==> config.mk <==
export PLATFORM = sky130hd
export DESIGN_NAME = mavg_boxcar
export DESIGN_NICKNAME = d
export VERILOG_FILES = /design/src/rtl/mavg_pkg.sv /design/src/rtl/mavg_widen.sv /design/src/rtl/mavg_integrator.sv /design/src/rtl/mavg_delay_line.sv /design/src/rtl/mavg_comb_out.sv /design/src/rtl/mavg_boxcar.sv
export SDC_FILE = /design/constraint.sdc
export NUM_CORES = 1
export LEC_CHECK = 0
export ABC_AREA = 1
export BUFFER_PORTS_ARGS = -buffer_cell sky130_fd_sc_hd__buf_2
export CAP_MARGIN = 5
export CORE_ASPECT_RATIO = 1.1
export CORE_MARGIN = 5
export CORE_UTILIZATION = 50
export DETAILED_ROUTE_END_ITERATION = 7
export PLACE_DENSITY = 0.67
export SYNTH_ARGS = -nofsm -noshare
export SYNTH_HDL_FRONTEND = slang
export SYNTH_SLANG_ARGS = --single-unit
==> constraint.sdc <==
create_clock -name clk -period 10.5 [get_ports clk]
set_input_delay 1.05 -clock clk [delete_from_list [all_inputs] [get_ports clk]]
set_output_delay 1.05 -clock clk [all_outputs]
set_load 0.05 [all_outputs]
==> src/rtl/mavg_pkg.sv <==
package mavg_pkg;

  // Default geometry of the filter datapath.
  localparam int unsigned SAMPLE_W_DEF = 24;
  localparam int unsigned GUARD_W_DEF  = 4;
  localparam int unsigned WINDOW_DEF   = 8;

  // Word width of the integrator and history for a given geometry.
  function automatic int unsigned word_width(input int unsigned sample_w,
                                             input int unsigned guard_w);
    return sample_w + guard_w;
  endfunction

endpackage

==> src/rtl/mavg_widen.sv <==
module mavg_widen
  import mavg_pkg::*;
#(
  parameter int unsigned SAMPLE_W = SAMPLE_W_DEF,
  parameter int unsigned GUARD_W  = GUARD_W_DEF,
  localparam int unsigned WORD_W  = SAMPLE_W + GUARD_W
) (
  input  logic [SAMPLE_W-1:0] sample,
  output logic [WORD_W-1:0]   word
);

  // The sample goes into the top bits; the guard bits below it stay at zero.
  always_comb begin
    word = {sample, {GUARD_W{1'b0}}};
  end

endmodule

==> src/rtl/mavg_integrator.sv <==
module mavg_integrator
  import mavg_pkg::*;
#(
  parameter int unsigned WORD_W = word_width(SAMPLE_W_DEF, GUARD_W_DEF)
) (
  input  logic              clk,
  input  logic              rst,
  input  logic              en,
  input  logic [WORD_W-1:0] addend,
  output logic [WORD_W-1:0] sum_next,
  output logic [WORD_W-1:0] sum_q
);

  // Running sum; the width drops any carry, so it wraps modulo 2^WORD_W.
  always_comb begin
    sum_next = sum_q + addend;
  end

  always_ff @(posedge clk) begin
    if (rst) begin
      sum_q <= '0;
    end else if (en) begin
      sum_q <= sum_next;
    end
  end

  // the integrator keeps its value on clocks without a sample
  assert_integrator_hold_R2: assert property (@(posedge clk) disable iff (rst)
    !en |=> $stable(sum_q));

  // on a sample, the integrator grows by exactly the widened sample
  assert_integrator_step_R2: assert property (@(posedge clk) disable iff (rst)
    en |=> (sum_q - $past(sum_q)) == $past(addend));

endmodule

==> src/rtl/mavg_delay_line.sv <==
module mavg_delay_line
  import mavg_pkg::*;
#(
  parameter int unsigned WORD_W = word_width(SAMPLE_W_DEF, GUARD_W_DEF),
  parameter int unsigned DEPTH  = WINDOW_DEF
) (
  input  logic              clk,
  input  logic              rst,
  input  logic              shift,
  input  logic [WORD_W-1:0] din,
  output logic [WORD_W-1:0] oldest
);

  logic [WORD_W-1:0] stage [DEPTH];

  // Stage 0 takes the new value; every later stage takes its neighbour's.
  // Nothing moves unless a sample is accepted.
  always_ff @(posedge clk) begin
    if (rst) begin
      stage[0] <= '0;
    end else if (shift) begin
      stage[0] <= din;
    end
  end

  for (genvar g = 1; g < DEPTH; g++) begin : g_stage
    always_ff @(posedge clk) begin
      if (rst) begin
        stage[g] <= '0;
      end else if (shift) begin
        stage[g] <= stage[g-1];
      end
    end
  end

  assign oldest = stage[DEPTH-1];

  // the history does not advance on idle clocks
  assert_history_hold_R7: assert property (@(posedge clk) disable iff (rst)
    !shift |=> $stable(oldest));

  // an accepted value enters the head of the history
  assert_history_load_R3: assert property (@(posedge clk) disable iff (rst)
    shift |=> stage[0] == $past(din));

endmodule

==> src/rtl/mavg_comb_out.sv <==
module mavg_comb_out
  import mavg_pkg::*;
#(
  parameter int unsigned SAMPLE_W = SAMPLE_W_DEF,
  parameter int unsigned GUARD_W  = GUARD_W_DEF,
  localparam int unsigned WORD_W  = SAMPLE_W + GUARD_W
) (
  input  logic                clk,
  input  logic                rst,
  input  logic                take,
  input  logic [WORD_W-1:0]   newest,
  input  logic [WORD_W-1:0]   delayed,
  output logic                valid_q,
  output logic [SAMPLE_W-1:0] sum_q
);

  logic [WORD_W-1:0] diff;

  // Wrapping difference; the window sum is exact while it fits in WORD_W.
  always_comb begin
    diff = newest - delayed;
  end

  always_ff @(posedge clk) begin
    if (rst) begin
      valid_q <= 1'b0;
      sum_q   <= '0;
    end else begin
      valid_q <= take;
      if (take) begin
        sum_q <= diff[WORD_W-1:GUARD_W];
      end
    end
  end

  // both operands come from zero-guarded words, so the guard bits of
  // the difference stay zero and the upper slice drops nothing
  assert_guard_bits_zero_R1: assert property (@(posedge clk) disable iff (rst)
    take |-> diff[GUARD_W-1:0] == '0);

endmodule

==> src/rtl/mavg_boxcar.sv <==
module mavg_boxcar
  import mavg_pkg::*;
#(
  parameter int unsigned SAMPLE_W = SAMPLE_W_DEF,
  parameter int unsigned GUARD_W  = GUARD_W_DEF,
  parameter int unsigned WINDOW   = WINDOW_DEF
) (
  input  logic                clk,
  input  logic                rst,
  input  logic                in_valid,
  input  logic [SAMPLE_W-1:0] in_sample,
  output logic                out_valid,
  output logic [SAMPLE_W-1:0] out_sum
);

  localparam int unsigned WORD_W = word_width(SAMPLE_W, GUARD_W);

  if (WINDOW < 2) begin : g_bad_window
    $error("mavg_boxcar: WINDOW must be at least 2");
  end

  logic [WORD_W-1:0] wide_sample;
  logic [WORD_W-1:0] integ_next;
  logic [WORD_W-1:0] integ_q;
  logic [WORD_W-1:0] integ_old;

  mavg_widen #(
    .SAMPLE_W (SAMPLE_W),
    .GUARD_W  (GUARD_W)
  ) u_widen (
    .sample (in_sample),
    .word   (wide_sample)
  );

  mavg_integrator #(
    .WORD_W (WORD_W)
  ) u_integ (
    .clk      (clk),
    .rst      (rst),
    .en       (in_valid),
    .addend   (wide_sample),
    .sum_next (integ_next),
    .sum_q    (integ_q)
  );

  // Holds the last WINDOW integrator values; the oldest one is the value
  // from WINDOW samples before the one being accepted now.
  mavg_delay_line #(
    .WORD_W (WORD_W),
    .DEPTH  (WINDOW)
  ) u_hist (
    .clk    (clk),
    .rst    (rst),
    .shift  (in_valid),
    .din    (integ_next),
    .oldest (integ_old)
  );

  mavg_comb_out #(
    .SAMPLE_W (SAMPLE_W),
    .GUARD_W  (GUARD_W)
  ) u_out (
    .clk     (clk),
    .rst     (rst),
    .take    (in_valid),
    .newest  (integ_next),
    .delayed (integ_old),
    .valid_q (out_valid),
    .sum_q   (out_sum)
  );

  // a result follows each accepted sample by one clock
  assert_valid_follows_R6: assert property (@(posedge clk) disable iff (rst)
    in_valid |=> out_valid);

  // no result without a sample one clock earlier
  assert_valid_quiet_R6: assert property (@(posedge clk) disable iff (rst)
    !in_valid |=> !out_valid);

  // the result holds between samples
  assert_result_hold_R7: assert property (@(posedge clk) disable iff (rst)
    !in_valid |=> $stable(out_sum));

  // the integrator moves only with accepted samples
  assert_integ_idle_R2: assert property (@(posedge clk) disable iff (rst)
    !in_valid |=> $stable(integ_q));

endmodule

After elaboration in Yosys (flattened, before gate mapping)
Memories as Yosys holds them, arrays and structs flattened.
Cells that the tools add are included.
W data, S select, Z words.

storage, ports and cells
  flip-flop bits (word level) = 53
  memory bits (writable) = 224
  input port bits = 27
  memories = 1

memory list
  name          depth  bits a word  read ports  clocked after Yosys merged registers in  write ports  RTL line               source
  u_hist.stage  8      28           8           0                                        8            mavg_delay_line.sv:14  logic [WORD_W-1:0] stage [DEPTH];

cells by class
  add/subtract/negate cells = 2
  muxes and demuxes = 13
  bitwise logic cells = 8

operators by type and width
  operator          number
  $mux W28          8
  $add A28 B28 Y28  1
  $sub A28 B28 Y28  1
  $or A1 B1 Y1      8
  $mux W1           5

Logic depth before layout (Yosys ltp)
  depth after elaboration = 4
  gate-level depth with buffers = 25
  depth with buffers taken out = 25

Modules after synthesis
A second synthesis with hierarchy kept.

unflattened totals
  cells, all modules = 1868
  area total of the unflattened synthesis = 14949.3 sq um

modules (own cells, without submodules)
  module           instances  cells each  area an instance (sq um)  seq. area each (sq um)
  mavg_delay_line  1          699         8589.5                    6726.5
  mavg_integrator  1          589         3210.6                    560.5
  mavg_comb_out    1          551         2935.3                    500.5
  mavg_widen       1          29          214.0                     0.0

Worst setup path after synthesis
OpenSTA, ideal clock, no wires.

  path kind = input-to-reg
  from = input in_valid
  to = memory u_hist.stage[0][100] (netlist bit) (enable)
  library setup time = 0.544 ns
  arrival time = 5.006 ns
  data required time = 9.956 ns
  setup slack = 4.950 ns
  cell stages on the path = 3
  path buffers = 1
  cell sequence = nor2_1 clkbuf_1 inv_1

RTL lines
  what         RTL line               source
  from (decl)  mavg_boxcar.sv:10      input logic in_valid,
  to (decl)    mavg_delay_line.sv:14

Worst setup path after layout
  from = input in_sample[0]
  to = register u_out.sum_q[20]

between the ends
  word-level cells in the longest chain between the ends = 2

RTL lines
  what                      RTL line               source
  from (decl)               mavg_boxcar.sv:11      input logic [SAMPLE_W-1:0] in_sample,
  $add A28 B28 Y28          mavg_integrator.sv:16  sum_next = sum_q + addend;
  named net integ_next[14]  mavg_boxcar.sv:23      logic [WORD_W-1:0] integ_next;
  $sub A28 B28 Y28          mavg_comb_out.sv:21    diff = newest - delayed;
  to (signal assigned)      mavg_comb_out.sv:31    sum_q <= diff[WORD_W-1:GUARD_W];
  to (decl)                 mavg_comb_out.sv:14    output logic [SAMPLE_W-1:0] sum_q

The timed path passes the listed nets, and every way through them passes these cells.
A chain may end at the register's enable or synchronous reset.

==> results.ini <==
[yosys]
synth_common_cells = inv_1 (276), nor2_1 (246), nand2_1 (196)
syn_nets = 1338
synth_edf_count = 192
synth.most_common_cell = inv_1
ys_seq_area_frac = 0.584
synth_cell_types = 43
async_flop_share = 0
syn_avg_cell_area_um2 = 9.15
synth-main-ff-cell = edfxtp_1
synthTopCellsByArea = edfxtp_1 (50%), inv_1 (9.0%), dfxtp_1 (8.5%)
netlist.area_leader.share = 0.499
netlist_area_um2 = 11600
yosys.area.top_type = edfxtp_1
synth-seq-cells = 241
synth_cells = 1263
ys_warn_count = 0

[power]
vdd_drop_max_uv = 147
p_per_area_nw_per_um2 = 219
p_leak_nw = 5.77

[sta]
hold_violations = 0
worst_pin_slew_ps = 1020
hold_ws_ps = 446
setup_tns_ps = 0
finalSetupViolCount = 0
skew_ps = 22.8
timing.final.crit_period_ps = 4040
rsz0062_at_grt = no
min_period_over_period = 0.385
relSlewSlack = 0.318
maxSlewViolCount = 0
max_freq_mhz = 247

[finish]
num_antenna_cells = 0
nFillCells = 2045
area_growth_syn_to_layout_pct = 11.7
register_area_um2 = 6750
drive_gt1_frac = 0.0921
nets = 1391
multiInputGateArea_um2 = 3640

[grt]
grt_start_max_net_pins = 141
grt_pass1_vias = 7646
grt_pass1_wl_um = 36900
grt_use_total = 0.171
antenna_found_initial = 0
gr-total-overflow = 0

[critical_path]
cp-end-kind = flip-flop
critical_path_peak_fanout = 5
crit_required_ps = 10890
worstSetupStartpointType = input port
worstPathArrival_ps = 4430
path_class = in2reg

[job]
cap_violations = 0

[die]
row_count = 58
initial_core_util = 0.507
ios = 52
die-width_um = 155
dieHeight_um = 169
dieArea_um2 = 26200
core_um2 = 22800

[route]
drtIter0Drc = 463
viasPerCell = 4.80
drcViolationCount = 0
dr_total_vias = 7847
post_drt_wl_per_cell_um = 13.6
routed_wl_um = 22300
drtAntennaViolNets = 0
first_pass_iters = 4

[clock_network]
cts.sinks = 241
ctsResizeCount = 0
cts-root-buf = clkbuf_16
clockBufferDepth = 3
clk_latency_ps = 530
cts_tree = done
cts_hold_buf = 0
clkTransAtPathRegs_ps = 60
cts_made_buffers = 26
htree_levels = 1
post_cts_buffers = 0

[place]
numPortBuffers = 51
place_hpwl_um = 15400
routabilityCongestion = 0.906

[run_status]
status = finished, final reports clean

[worst_hold_path]
hold_class = reg2reg

[critical path, stage by stage]
cell and delay (ps):
buf_2 80, ha_1 240, inv_1 130, fa_1 390
inv_1 80, nand3_1 80, nand2_2 120, nand2_2 70
nand2_4 80, nand2_2 50, nand2_2 90, a21boi_1 90
xor2_1 410, inv_1 100, ha_1 370, nand2_1 110
nor2_1 150, nand3_1 90, nand3_1 160, nand3_1 100
nand2_1 90, a21oi_1 60, o21ai_0 150, nand2_1 90
[path summary, 6_finish.rpt]
kind | depth (start not counted) | slack (ps) | startpoint | to
min reg2reg | 2 | 450 | u_out.sum_q[22]$_SDFFE_PP0P_ | u_out.sum_q[22]$_SDFFE_PP0P_
min | 2 | 450 | u_out.sum_q[22]$_SDFFE_PP0P_ | u_out.sum_q[22]$_SDFFE_PP0P_
max | 24 | 6460 | in_sample[0] | u_out.sum_q[20]$_SDFFE_PP0P_
max reg2reg | 23 | 6710 | u_integ.sum_q[4]$_SDFFE_PP0P_ | u_out.sum_q[20]$_SDFFE_PP0P_
[final cells by class]
| class | count | share of cell area |
|---|---|---|
| timing repair buffer | 55 | 0.0221 |
| sequential | 241 | 0.523 |
| tap | 300 | 0.0291 |
| clock buffer | 38 | 0.0555 |
| inverter | 276 | 0.0811 |
| multi-input combinational | 716 | 0.282 |
| clock inverter | 10 | 0.00718 |
[placed cells by master, fill, tap and decap left out, types with 8 or more instances in the layout]
master	netlist	final
inv_1	276	274
nor2_1	246	245
nand2_1	196	196
edfxtp_1	192	192
o21ai_0	55	55
a21oi_1	53	53
buf_2	14	51
dfxtp_1	49	49
ha_1	46	46
nand3_1	28	28
clkbuf_16	0	26
xor2_1	15	15
nand2_2	10	10
o21ai_1	10	10
clkbuf_1	13	10
nand4_1	8	8
[sequential cells by signal, indices dropped and copies added (netlist names)]
signal	cells
u_hist.stage	192
u_integ.sum_q	24
u_out.sum_q	24
u_out.valid_q	1
[per-layer routing]
layer	wire length (um)	GRT usage
met5	0	0
met4	342	0.0373
met2	10300	0.279
met3	1020	0.0242
met1	10700	0.246
[kinds of logic after synthesis]
family,Yosys count,synth area share
adder cells (fa/ha/maj),48,0.0533
buffers and inverters,306,0.102
AND/OR/NAND/NOR,511,0.180
XOR/XNOR,19,0.0157
AO/OA/AOI/OAI,138,0.0653
flip-flops,241,0.584
[power by group]
part	leakage, nW	switching, mW	internal (mW)
clock	0.393	0.362	0.499
combinational	2.85	0.557	0.233
sequential	2.53	0.0365	1.13
[per-stage QoR]
stage,instances,cell area (um2),utilization,setup WS [ps],power (mW)
6_report,1636,12900,0.566,6460,2.82
5_1_grt,1636,12900,0.566,6150,2.99
3_5_place_dp,1588,12100,0.531,5960,1.98
2_1_floorplan,1263,11600,-,4950,1.78
3_3_place_gp,1588,12100,0.531,5990,1.97
4_1_cts,1636,12900,0.566,6480,2.84
Note: power is estimated with default switching activity, not from simulation.
